**src/rtl/evcnt_pkg.sv**
```systemverilog
package evcnt_pkg;
  localparam int SRC_W      = 8;
  localparam int REG_W      = 64;
  localparam int ADDR_W     = 3;
  localparam int EN_BIT     = 31;
  localparam int MASK_LSB   = 32;

  typedef enum logic [ADDR_W-1:0] {
    REG_SRC  = 3'd0,
    REG_DEVM = 3'd1,
    REG_PASM = 3'd2,
    REG_DOMM = 3'd3,
    REG_CNT  = 3'd4
  } regSel_e;

  // strobes from control to datapath
  typedef struct packed {
    logic gated;
    logic load;
    logic inc;
  } cntCmd_t;
endpackage

```
**src/rtl/evcnt_idfilter.sv**
```systemverilog
module evcnt_idfilter #(
  parameter int ID_W = 16
) (
  input  logic [ID_W-1:0] idIn,
  input  logic [ID_W-1:0] valQ,
  input  logic [ID_W-1:0] maskQ,
  input  logic            enQ,
  output logic            pass
);
  logic [ID_W-1:0] diff;

  // bits that differ and are not masked out as don't-care
  assign diff = (idIn ^ valQ) & ~maskQ;
  assign pass = !enQ || (diff == '0);
endmodule

```
**src/rtl/evcnt_ctrl.sv**
```systemverilog
module evcnt_ctrl
  import evcnt_pkg::*;
#(
  parameter int NUM_EVENTS = 25,
  parameter int DEV_W      = 16,
  parameter int PAS_W      = 20,
  parameter int DOM_W      = 16
) (
  input  logic                  clk,
  input  logic                  rstN,
  input  logic                  wrEn,
  input  logic [ADDR_W-1:0]     wrAddr,
  input  logic [REG_W-1:0]      wrData,
  input  logic [ADDR_W-1:0]     rdAddr,
  input  logic [NUM_EVENTS-1:0] evStrobe,
  input  logic [DEV_W-1:0]      devId,
  input  logic [PAS_W-1:0]      pasid,
  input  logic [DOM_W-1:0]      domId,
  output cntCmd_t               cmd,
  output logic [REG_W-1:0]      cfgRdData
);
  localparam int PAD_W = 1 << SRC_W;

  logic [SRC_W-1:0] srcQ;
  logic [DEV_W-1:0] devValQ, devMaskQ;
  logic [PAS_W-1:0] pasValQ, pasMaskQ;
  logic [DOM_W-1:0] domValQ, domMaskQ;
  logic             devEnQ, pasEnQ, domEnQ;
  logic             devPass, pasPass, domPass;
  logic [PAD_W-1:0] evPad;
  logic             evHit;

  always_ff @(posedge clk) begin
    if (!rstN) begin
      srcQ     <= '0;
      devValQ  <= '0; devMaskQ <= '0; devEnQ <= 1'b0;
      pasValQ  <= '0; pasMaskQ <= '0; pasEnQ <= 1'b0;
      domValQ  <= '0; domMaskQ <= '0; domEnQ <= 1'b0;
    end else if (wrEn) begin
      case (wrAddr)
        REG_SRC:  srcQ <= wrData[SRC_W-1:0];
        REG_DEVM: begin
          devValQ  <= wrData[DEV_W-1:0];
          devEnQ   <= wrData[EN_BIT];
          devMaskQ <= wrData[MASK_LSB +: DEV_W];
        end
        REG_PASM: begin
          pasValQ  <= wrData[PAS_W-1:0];
          pasEnQ   <= wrData[EN_BIT];
          pasMaskQ <= wrData[MASK_LSB +: PAS_W];
        end
        REG_DOMM: begin
          domValQ  <= wrData[DOM_W-1:0];
          domEnQ   <= wrData[EN_BIT];
          domMaskQ <= wrData[MASK_LSB +: DOM_W];
        end
        default: ;
      endcase
    end
  end

  evcnt_idfilter #(.ID_W(DEV_W)) uDevFilt (
    .idIn(devId), .valQ(devValQ), .maskQ(devMaskQ), .enQ(devEnQ), .pass(devPass));
  evcnt_idfilter #(.ID_W(PAS_W)) uPasFilt (
    .idIn(pasid), .valQ(pasValQ), .maskQ(pasMaskQ), .enQ(pasEnQ), .pass(pasPass));
  evcnt_idfilter #(.ID_W(DOM_W)) uDomFilt (
    .idIn(domId), .valQ(domValQ), .maskQ(domMaskQ), .enQ(domEnQ), .pass(domPass));

  // codes beyond the strobe array select a constant zero
  assign evPad = PAD_W'(evStrobe);
  assign evHit = evPad[srcQ];

  assign cmd.gated = (srcQ == '0);
  assign cmd.load  = wrEn && (wrAddr == REG_CNT) && !cmd.gated;
  assign cmd.inc   = !cmd.gated && evHit && devPass && pasPass && domPass;

  always_comb begin
    cfgRdData = '0;
    case (rdAddr)
      REG_SRC:  cfgRdData[SRC_W-1:0] = srcQ;
      REG_DEVM: begin
        cfgRdData[DEV_W-1:0]          = devValQ;
        cfgRdData[EN_BIT]             = devEnQ;
        cfgRdData[MASK_LSB +: DEV_W]  = devMaskQ;
      end
      REG_PASM: begin
        cfgRdData[PAS_W-1:0]          = pasValQ;
        cfgRdData[EN_BIT]             = pasEnQ;
        cfgRdData[MASK_LSB +: PAS_W]  = pasMaskQ;
      end
      REG_DOMM: begin
        cfgRdData[DOM_W-1:0]          = domValQ;
        cfgRdData[EN_BIT]             = domEnQ;
        cfgRdData[MASK_LSB +: DOM_W]  = domMaskQ;
      end
      default: ;
    endcase
  end

  // a switched-off filter never blocks
  a_r5_dev_off_pass: assert property (@(posedge clk) disable iff (!rstN)
    !devEnQ |-> devPass);
  a_r5_pas_off_pass: assert property (@(posedge clk) disable iff (!rstN)
    !pasEnQ |-> pasPass);
  // an increment needs every filter to agree
  a_r7_all_pass: assert property (@(posedge clk) disable iff (!rstN)
    cmd.inc |-> (devPass && pasPass && domPass));
  // a source write is visible from the next cycle
  a_r12_src_next: assert property (@(posedge clk) disable iff (!rstN)
    (wrEn && wrAddr == REG_SRC) |=> srcQ == $past(wrData[SRC_W-1:0]));
endmodule

```
**src/rtl/evcnt_datapath.sv**
```systemverilog
module evcnt_datapath
  import evcnt_pkg::*;
#(
  parameter int CNT_W = 48
) (
  input  logic             clk,
  input  logic             rstN,
  input  cntCmd_t          cmd,
  input  logic [REG_W-1:0] loadData,
  output logic [REG_W-1:0] cntRead
);
  logic [CNT_W-1:0] countQ;

  always_ff @(posedge clk) begin
    if (!rstN)
      countQ <= '0;
    else if (cmd.load)
      countQ <= loadData[CNT_W-1:0];
    else if (cmd.inc)
      countQ <= countQ + 1'b1;
  end

  assign cntRead = cmd.gated ? '0 : REG_W'(countQ);

  // a gated slot holds its count
  a_r8_gated_hold: assert property (@(posedge clk) disable iff (!rstN)
    cmd.gated |=> $stable(countQ));
  // single step, modulo the counter width
  a_r4_single_step: assert property (@(posedge clk) disable iff (!rstN)
    (cmd.inc && !cmd.load) |=> countQ == $past(countQ) + 1'b1);
  // a write beats a simultaneous increment
  a_r10_load_wins: assert property (@(posedge clk) disable iff (!rstN)
    cmd.load |=> countQ == $past(loadData[CNT_W-1:0]));
  // nothing above the counter width is ever returned
  a_r9_upper_zero: assert property (@(posedge clk) disable iff (!rstN)
    cntRead[REG_W-1:CNT_W] == '0);
endmodule

```
**src/rtl/evcnt_slot.sv**
```systemverilog
module evcnt_slot
  import evcnt_pkg::*;
#(
  parameter int NUM_EVENTS = 25,
  parameter int CNT_W      = 48,
  parameter int DEV_W      = 16,
  parameter int PAS_W      = 20,
  parameter int DOM_W      = 16
) (
  input  logic                  clk,
  input  logic                  rstN,
  input  logic                  regWrEn,
  input  logic [2:0]            regWrAddr,
  input  logic [63:0]           regWrData,
  input  logic [2:0]            regRdAddr,
  output logic [63:0]           regRdData,
  input  logic [NUM_EVENTS-1:0] evStrobe,
  input  logic [DEV_W-1:0]      txnDevId,
  input  logic [PAS_W-1:0]      txnPasid,
  input  logic [DOM_W-1:0]      txnDomId
);
  cntCmd_t          cmd;
  logic [REG_W-1:0] cfgRdData;
  logic [REG_W-1:0] cntRead;

  evcnt_ctrl #(
    .NUM_EVENTS(NUM_EVENTS), .DEV_W(DEV_W), .PAS_W(PAS_W), .DOM_W(DOM_W)
  ) uCtrl (
    .clk(clk), .rstN(rstN),
    .wrEn(regWrEn), .wrAddr(regWrAddr), .wrData(regWrData),
    .rdAddr(regRdAddr), .evStrobe(evStrobe),
    .devId(txnDevId), .pasid(txnPasid), .domId(txnDomId),
    .cmd(cmd), .cfgRdData(cfgRdData)
  );

  evcnt_datapath #(.CNT_W(CNT_W)) uData (
    .clk(clk), .rstN(rstN), .cmd(cmd),
    .loadData(regWrData), .cntRead(cntRead)
  );

  assign regRdData = (regRdAddr == REG_CNT) ? cntRead : cfgRdData;
endmodule

```
**config.mk**
```make
export PLATFORM = sky130hd
export DESIGN_NAME = evcnt_slot
export DESIGN_NICKNAME = d
export VERILOG_FILES = /design/src/rtl/evcnt_pkg.sv /design/src/rtl/evcnt_idfilter.sv /design/src/rtl/evcnt_ctrl.sv /design/src/rtl/evcnt_datapath.sv /design/src/rtl/evcnt_slot.sv
export SDC_FILE = /design/constraint.sdc
export NUM_CORES = 1
export LEC_CHECK = 0
export BUFFER_PORTS_ARGS = -buffer_cell sky130_fd_sc_hd__buf_4
export CAP_MARGIN = 20
export CORE_ASPECT_RATIO = 1.5
export CORE_UTILIZATION = 56
export CTS_BUF_LIST = sky130_fd_sc_hd__clkbuf_16
export DETAILED_ROUTE_END_ITERATION = 7
export GPL_TIMING_DRIVEN = 0
export PLACE_DENSITY = 0.81
export SYNTH_ARGS = -nofsm -noshare
export SYNTH_HDL_FRONTEND = slang
export SYNTH_HIERARCHICAL = 1
export SYNTH_SLANG_ARGS = --single-unit
```
**constraint.sdc**
```tcl
create_clock -name clk -period 4.16 [get_ports clk]
set_clock_uncertainty 0.1 [all_clocks]
set_input_delay 0.624 -clock clk [delete_from_list [all_inputs] [get_ports clk]]
set_output_delay 0.624 -clock clk [all_outputs]
set_load 0.1 [all_outputs]
```
==> results of run 1 <==
## synth_stat cells (all sizes together), types with 4 or more instances
master | n | area (um^2)
nor4 | 6 | 58.8
o22ai | 24 | 150
a22oi | 26 | 195
mux4 | 12 | 274
o21ai | 42 | 210
nand2 | 259 | 972
xor2 | 30 | 263
a21oi | 25 | 125
nand2b | 4 | 25.0
nor2b | 57 | 357
and4 | 5 | 46.3
or4 | 11 | 82.6
a21boi | 115 | 863
a31oi | 7 | 43.8
nor3 | 10 | 61.3
o211a | 10 | 100
dfxtp | 163 | 3260
mux2i | 7 | 70.1
nor2 | 39 | 151
buf | 75 | 636
nand3 | 15 | 92.6
clkbuf | 53 | 200
o31ai | 6 | 50.1
nand4 | 31 | 206
xnor2 | 61 | 534
and3 | 6 | 37.5
nand3b | 4 | 30.0
and2 | 17 | 109
mux2 | 89 | 1230
## layer usage
metal  global-route usage, %  wire length [um]  vias to the layer above
li1                        -                 -                     4691
met1                    41.2             13500                     4759
met2                    71.6             19400                      560
met3                    5.81              2480                      157
met4                    27.1              3010                        0
met5                       0                 0                        -
## final timing paths
check                           slack (ps)  cells after the start               from            endpoint
worst max-delay path                   -20                     13   uCtrl/pasValQ[0]    uData/countQ[44]
worst min-delay path                   350                      3      regWrData[48]  uCtrl/pasMaskQ[16]
worst min register to register         390                      2  uCtrl/domMaskQ[1]   uCtrl/domMaskQ[1]
worst max register to register         -20                     13   uCtrl/pasValQ[0]    uData/countQ[44]
## state kept, by name, indices dropped and copies added (netlist names)
| signal | cells |
|---|---|
| uCtrl/pasMaskQ | 20 |
| uData/countQ | 48 |
| uCtrl/pasValQ | 20 |
| uCtrl/devValQ | 16 |
| uCtrl/pasEnQ | 1 |
| uCtrl/devEnQ | 1 |
| uCtrl/domMaskQ | 16 |
| uCtrl/domEnQ | 1 |
| uCtrl/domValQ | 16 |
| uCtrl/srcQ | 8 |
| uCtrl/devMaskQ | 16 |
## kinds of logic after synthesis
logic type                 Yosys count  share of synthesized area [%]
buffers and inverters              132                           8.01
other                                2                         0.0707
DFF                                163                           30.7
xor gates and xnor gates            91                           7.51
adders and majority gates            1                          0.118
muxes                              108                           14.8
AOI/OAI and AO/OA                  260                           16.8
and+or+nand+nor                    476                           21.9
## layout make-up
cell class              instances  area, um^2
flip-flops and latches        163        3260
well taps                     252         315
clock inverters                15         149
multi-input cells             975        6660
repair buffers                188        1410
plain buffers                 128         840
inverters                       4        15.0
fillers                      1583        5470
clock buffers                  17         425
## tightest hold or removal path, delay by kind of cell
family	cells	cell delay (ps)
and+or+nand+nor	1	40
AOI/OAI and AO/OA	1	60
buffers and inverters	1	100
## through the flow
stage	setup WS, ps	hold slack, ps	TNS (ps)
6_report	-17.0	345	-31.6
5_1_grt	2.19	339	0
4_1_cts	1.53	337	0
3_5_place_dp	-468	374	-6980
3_3_place_gp	-473	365	-7110
2_1_floorplan	641	345	0
## where the power goes
part	switching (mW)	internal, mW	leakage [nW]
combinational	0.439	0.282	3.50
clock	0.723	0.842	0.281
sequential	0.0371	1.59	1.32
==> impl_metrics.ini, run 1 <==
[status]
status = finished, violations left
violations = setup timing

[placed_design]
place_inst = 1710
dp_hpwl_um = 30500
placed_area_mm2 = 0.0125
gp_congestion = 0.987
portBuffers = 188

[power_and_ir_drop]
peakVddDrop_uv = 231
power.density_mw_per_mm2 = 299
power_mw = 3.91
p_leak_nw = 5.10

[drt]
ant_nets = 0
routed_via_density = 5.84
drt-total-wl_um = 38400
drt_iter0_markers = 925
num_vias = 10167
first_pass_iters = 5
drt-wirelength-per-cell_um = 22.0
drc = 0

[die]
die_area_mm2 = 0.0195
die_h_um = 171
initial_core_util_pct = 57.2
rows = 61
core_mm2 = 0.0185
ios = 214
dieWidth_um = 114

[worst_setup_path]
end_kind = flop
cp_max_fo = 8
cp-start-kind = flop
worst-endpoint-required_ps = 4380
crit_path_cell_trace = xnor2_1 > o22ai_1 > or4_1 > o31ai_2 > nand4_1 > nor2_1 > and4_1 > buf_2 > nand4_1 > nor4_4 > nand4_1 > and4bb_2 > a211oi_2
cp.arrival_ps = 4390
crit_buf_inv = 1
cpPeakStageDelay_ps = 540
crit_family = simple AND/OR/NAND/NOR gates
cp_common_cell = nand4_1
crit_slowest_cell = or4_1
crit_type = reg -> reg

[global_routing]
grt_use_total_pct = 39.3
antenna_found_initial = 0
grt-ovfl-total = 0
grt_max_degree = 17
grt_pass1_wl_um = 55900
grt_pass1_vias = 9787

[clock_tree]
cts.sinks = 163
ctsResizeCount = 1
clockRootBuffer = clkbuf_16
numCtsBuffers = 17
worstSkewPairLatency_ps = 430
cts_tree = done
cts_hold_buf = 0
cts_setup_buffers = 0
clkTransAtPathRegs_ps = 70
cts-htree-levels = 4
cts_buffer_depth = 2

[sta]
setup-violations-final = 2
fin_crit_sh_pct = 100
hold_viol = 0
slew_violations = 0
worst_slack_ps = -17.0
finalCriticalPeriod_ps = 4180
fmax_mhz = 239
worst_pin_slew_ps = 950
max_slew_margin_pct = 36.6
grt_setup_unrepaired = no

[worst_hold_path]
worstHoldPathType = in -> reg

[layout]
mostFrequentLayoutCells = nand2_1, buf_4, dfxtp_1
fin_cells = 1742
layout_commonest_cell = nand2_1
fin_nets = 1628
final_util_pct = 70.5
diodes = 0
area_growth_pct = 23.1
drive_above_1_share_pct = 27.9
design_area_mm2 = 0.0131

[yosys]
synth_ff_type = dfxtp_1
ys_seq_area_share_pct = 30.7
yosysWarnings = 6
synth_area_per_cell_um2 = 8.61
synth-edff-count = 0
synth_area_mm2 = 0.0106
synthCells = 1233
ys_types = 65
synth-seq-cells = 163
async_flop_share_pct = 0

[job]
maxCapViolCount = 0
(Power assumes the default switching activity.)
==> run 2: changes to the inputs <==
Settings changed: BUFFER_PORTS_ARGS -buffer_cell sky130_fd_sc_hd__buf_4 to -buffer_cell sky130_fd_sc_hd__buf_2.
==> impl_metrics.ini, run 2 (synthesized netlist as in run 1, its figures left out) <==
[power_and_ir_drop]
power_frac_clock_pct = 40.6
p_int_mw = 2.64
p_leak_nw = 5.05
peakVddDrop_uv = 284
power.share.switching_pct = 32.0
power_mw = 3.88
pwr-share-seq_pct = 41.9
power.density_mw_per_mm2 = 306
p_comb_share_pct = 17.4
switching_power_mw = 1.24

[clock_tree]
clkTransAtPathRegs_ps = 80
cts_tree = done
cts.sinks = 163
cts-htree-levels = 4
cts_buffer_depth = 2
clockRootBuffer = clkbuf_16
worstSkewPairLatency_ps = 440
numCtsBuffers = 17

[sta]
timing.hold.ws_ps = 331
fin_crit_sh_pct = 96.6
worst_pin_slew_ps = 881
setup-violations-final = 0
slew_violations = 0
finalCriticalPeriod_ps = 4020
hold_viol = 0
fmax_mhz = 249
grt_setup_unrepaired = no
max_slew_margin_pct = 41.1

[drt]
drc = 0
num_vias = 10292
first_pass_iters = 6
drt-wirelength-per-cell_um = 21.3
drt-total-wl_um = 37300
ant_nets = 0
routed_via_density = 5.89
drt_iter0_markers = 1002

[worst_setup_path]
r2r_cells = 13
end_kind = flop
cp.arrival_ps = 4240
worst-endpoint-required_ps = 4380
crit_type = reg -> reg
worstReg2RegStart = uCtrl/pasValQ[1]
cp-start-kind = flop
reg2reg_to = uData/countQ[44]
cp_max_fo = 8
ff2ff_setup_slack_ps = 140

[worst_hold_path]
worstHoldPathType = in -> reg
worstHoldStart = regWrData[49]
hold_depth = 3
hold_end = uCtrl/pasMaskQ[17]

[placed_design]
dp_hpwl_um = 29000
portBuffers = 188
place_inst = 1710
gp_congestion = 0.969

[global_routing]
grt_max_degree = 19
grt_pass1_wl_um = 55700
grt-ovfl-total = 0
antenna_found_initial = 0
grt_use_total_pct = 38.7
grt_pass1_vias = 10035

[layout]
fillers = 1547
top_regs = uData/countQ (48), uCtrl/pasMaskQ (20), uCtrl/pasValQ (20)
drive_above_1_share_pct = 28.7
largest_reg_flops = 48
diodes = 0
final_util_pct = 68.5
mostFrequentLayoutCells = nand2_1, buf_2, dfxtp_1
layout_commonest_cell = nand2_1
fin_nets = 1633
largest_register = uData/countQ
fin_cells = 1747
area_growth_pct = 19.6

[status]
status = finished clean

[die]
ios = 214
dieWidth_um = 114
initial_core_util_pct = 57.2
die_area_mm2 = 0.0195
core_mm2 = 0.0185
die_h_um = 171
rows = 61

[job]
maxCapViolCount = 0
run 2: cell types whose count changed in the layout (fill, tap and decap cells not counted), sizes merged:
cell / change
clkbuf: +1
bufinv: -1
inv: +3
buf: +4
clkinvlp: -2
run 2: final cells by class:
class | instances | area (um^2) | area share [%]
multi-input combinational | 975 | 6700 | 52.8
clock buffer | 17 | 425 | 3.35
timing repair buffer | 193 | 978 | 7.71
tap | 252 | 315 | 2.48
clock inverter | 15 | 158 | 1.24
inverter | 4 | 15.0 | 0.118
sequential | 163 | 3260 | 25.7
buffer | 128 | 841 | 6.62
run 2: power groups by stage:
| stage | sequential [mW] | clock, mW | combinational, mW |
|---|---|---|---|
| 6_report | 1.63 | 1.58 | 0.677 |
| 3_5_place_dp | 1.66 | 0 | 0.654 |
| 4_1_cts | 1.63 | 1.58 | 0.657 |
| 3_3_place_gp | 1.66 | 0 | 0.649 |
| 2_1_floorplan | 1.65 | 0 | 0.453 |
| 5_1_grt | 1.63 | 1.66 | 0.706 |
run 2: how the worst max path moves through the flow:
stage	cells after the start	endpoint	slack (ps)	startpoint
floorplan	14	uData/countQ[41]	640	txnPasid[15]
global placement	14	uData/countQ[44]	-440	txnPasid[6]
detailed placement	14	uData/countQ[44]	-440	txnPasid[0]
CTS	9	regRdData[30]	40	uCtrl/srcQ[0]
global route	13	uData/countQ[44]	5	uCtrl/pasValQ[10]
finish	13	uData/countQ[44]	140	uCtrl/pasValQ[1]
run 2: critical path, cell delays in order, from the launching register on:
cell      delay [ps]
dfxtp_1          350
xnor2_1          340
o22ai_1          120
or4_1            550
o31ai_2          250
nand4_1          230
nor2_1           180
and4_1           230
buf_2            210
nand4_1          290
nor4_4           430
nand4_1          240
and4bb_2         360
a211oi_2          40
run 2: repair_timing:
item	CTS	global route
gates cloned	0	0
hold buffers	0	0
buffers inserted	0	5
resized for setup	1	15
pin swaps	0	3
setup endpoints to repair	1	52
run 2: metrics by stage:
stage	worst slack, ps	setup TNS [ps]	instance area, um^2
CTS	39.3	0	12600
global placement	-437	-6230	12000
floorplan	641	0	10800
global route	5.42	0	12700
finish	141	0	12700
detailed placement	-438	-6130	12000
run 2: metal layers:
layer	track usage, %	wire length [um]	up-vias
met5	0	0	-
met4	32.7	3390	0
met3	6.48	2900	187
met2	66.0	18000	665
met1	41.6	13000	4741
li1	-	-	4699
==> run 3: changes to the inputs <==
Settings changed: CORE_UTILIZATION 56 to 54, CTS_CLUSTER_SIZE set to 28, PLACE_DENSITY 0.81 to 0.8, SYNTH_HIERARCHICAL 1 to unset.
==> impl_metrics.ini, run 3 <==
[status]
status = finished clean

[yosys]
synth_mux_area_share_pct = 7.21
synth-edff-count = 0
synth_area_per_cell_um2 = 7.64
synth_xor_area_share_pct = 9.22
synthCells = 1157
synth_top_area_share_pct = 36.9
synth_area_leaders = dfxtp_1, nand2_1, a21oi_1, xnor2_1, o21ai_0
ys_seq_area_share_pct = 36.9
synth_top_family_by_area = simple AND/OR/NAND/NOR gates
synth_area_mm2 = 0.00884
synth_common_cells = nand2_1, dfxtp_1, a21oi_1, clkbuf_1, o21ai_0
async_flop_share_pct = 0
yosysWarnings = 0
synthAdderAreaFrac_pct = 0.142
synth_ff_type = dfxtp_1
yosys.area_share.simple_pct = 22.1
synth-seq-cells = 163
synth_area_leader_cell = dfxtp_1
synth-compound-area-share_pct = 19.0
synthMostInstantiatedCell = nand2_1
ys_types = 48

[drt]
drc = 0
drt_iter0_markers = 908
num_vias = 9599
drt-wirelength-per-cell_um = 22.4
routed_via_density = 6.04
first_pass_iters = 5
drt-total-wl_um = 35600
ant_nets = 0

[clock_tree]
numCtsBuffers = 17
clockRootBuffer = clkbuf_16
cts_hold_buf = 0
cts_buffer_depth = 2
ctsResizeCount = 0
clkTransAtPathRegs_ps = 70
cts_setup_buffers = 0
cts.sinks = 163
worstSkewPairLatency_ps = 430
cts_tree = done
cts-htree-levels = 4

[power_and_ir_drop]
power.share.switching_pct = 31.0
p_comb_share_pct = 13.3
power.density_mw_per_mm2 = 349
power_frac_clock_pct = 42.6
p_leak_nw = 3.95
switching_power_mw = 1.15
pwr-share-seq_pct = 44.1
p_int_mw = 2.56
peakVddDrop_uv = 252

[global_routing]
grt_pass1_vias = 9130
grt-ovfl-total = 0
grt_pass1_wl_um = 52000
antenna_found_initial = 1
grt_max_degree = 19
grt_use_total_pct = 42.4

[worst_hold_path]
worstHoldPathType = in -> reg

[layout]
largest_register = uData.countQ
fin_nets = 1524
mostFrequentLayoutCells = nand2_1, buf_2, dfxtp_1
multi_input_comb_area_mm2 = 0.00514
area_growth_pct = 20.5
top_regs = uData.countQ (48), uCtrl.pasMaskQ (20), uCtrl.pasValQ (20)
fillers = 1400
layout_commonest_cell = nand2_1
sequential_cell_area_mm2 = 0.00326
drive_above_1_share_pct = 19.9
largest_reg_flops = 48

[die]
die_h_um = 159
die_area_mm2 = 0.0169
ios = 214
core_mm2 = 0.0158
dieWidth_um = 106
rows = 56
initial_core_util_pct = 55.8

[sta]
finalCriticalPeriod_ps = 4080
setup-violations-final = 0
slew_violations = 0
hold_viol = 0
fin_crit_sh_pct = 98.1
finalSetupTns_ps = 0
timing.hold.ws_ps = 335
fmax_mhz = 245
worst_pin_slew_ps = 811
max_slew_margin_pct = 45.8
grt_setup_unrepaired = no

[worst_setup_path]
crit_buf_inv = 4
cp-start-kind = flop
cp_common_cell = clkbuf_1
worst-endpoint-required_ps = 3440
crit_path_cell_trace = clkbuf_1 > nor4_1 > nand3b_1 > and3_1 > clkbuf_1 > clkbuf_1 > nand2_1 > o21ai_1 > buf_2
cp.arrival_ps = 3360
cp_max_fo = 10
cpPeakStageDelay_ps = 460
crit_family = buffers and inverters
crit_slowest_cell = buf_2
end_kind = primary output
crit_type = reg -> out

[placed_design]
portBuffers = 186
dp_hpwl_um = 28000
gp_congestion = 0.981

[job]
maxCapViolCount = 0
run 3: worst paths after layout:
check / start / end / slack (ps) / cells after the start
max: uCtrl.srcQ[2] / regRdData[15] / 80 / 9
max reg2reg: uCtrl.srcQ[0] / uData.countQ[42] / 940 / 10
min: regWrData[49] / uCtrl.pasMaskQ[17] / 340 / 3
min reg2reg: uCtrl.domMaskQ[15] / uCtrl.domMaskQ[15] / 380 / 2
run 3: worst min-delay path, cell delays in order:
cell and delay (ps):
buf_2 100, nand2_1 40, a21oi_1 50
run 3: per-layer routing:
layer	routed length (um)	global-route usage [%]
met1	12700	45.3
met4	3020	34.6
met3	2460	6.55
met5	0	0
met2	17500	73.8
run 3: cell families (layout without fill, tap and decap cells):
family | after synthesis | count (layout)
simple gates | 438 | 438
mux | 48 | 48
buf+inv | 111 | 329
compound gates | 302 | 302
other cells | 1 | 13
fa+ha+maj | 1 | 1
flops | 163 | 163
xor+xnor | 93 | 93
run 3: power groups by stage:
stage / logic, mW / registers [mW] / clock network [mW]
floorplan: 0.287 / 1.65 / 0
CTS: 0.481 / 1.63 / 1.58
detailed placement: 0.478 / 1.67 / 0
global route: 0.514 / 1.64 / 1.64
finish: 0.493 / 1.64 / 1.58
global placement: 0.476 / 1.67 / 0
run 3: area by class of cell:
cell class,instances,share of cell area [%]
diodes,1,0.0235
plain buffers,97,3.92
clock buffers,17,3.99
clock inverters,15,1.48
inverters,14,0.493
multi-input cells,894,48.3
flip-flops and latches,163,30.6
well taps,203,2.38
repair buffers,186,8.76
run 3: metrics by stage:
stage	power (mW)	setup WS, ps	cells	utilization (%)	area (um^2)
after detailed placement	2.15	407	1557	63.5	10100
after global placement	2.14	424	1557	63.5	10100
final	3.71	77.9	1590	67.3	10700
after floorplan	1.94	315	1168	-	8880
after global routing	3.79	6.57	1590	67.3	10700
after CTS	3.69	135	1589	67.2	10600
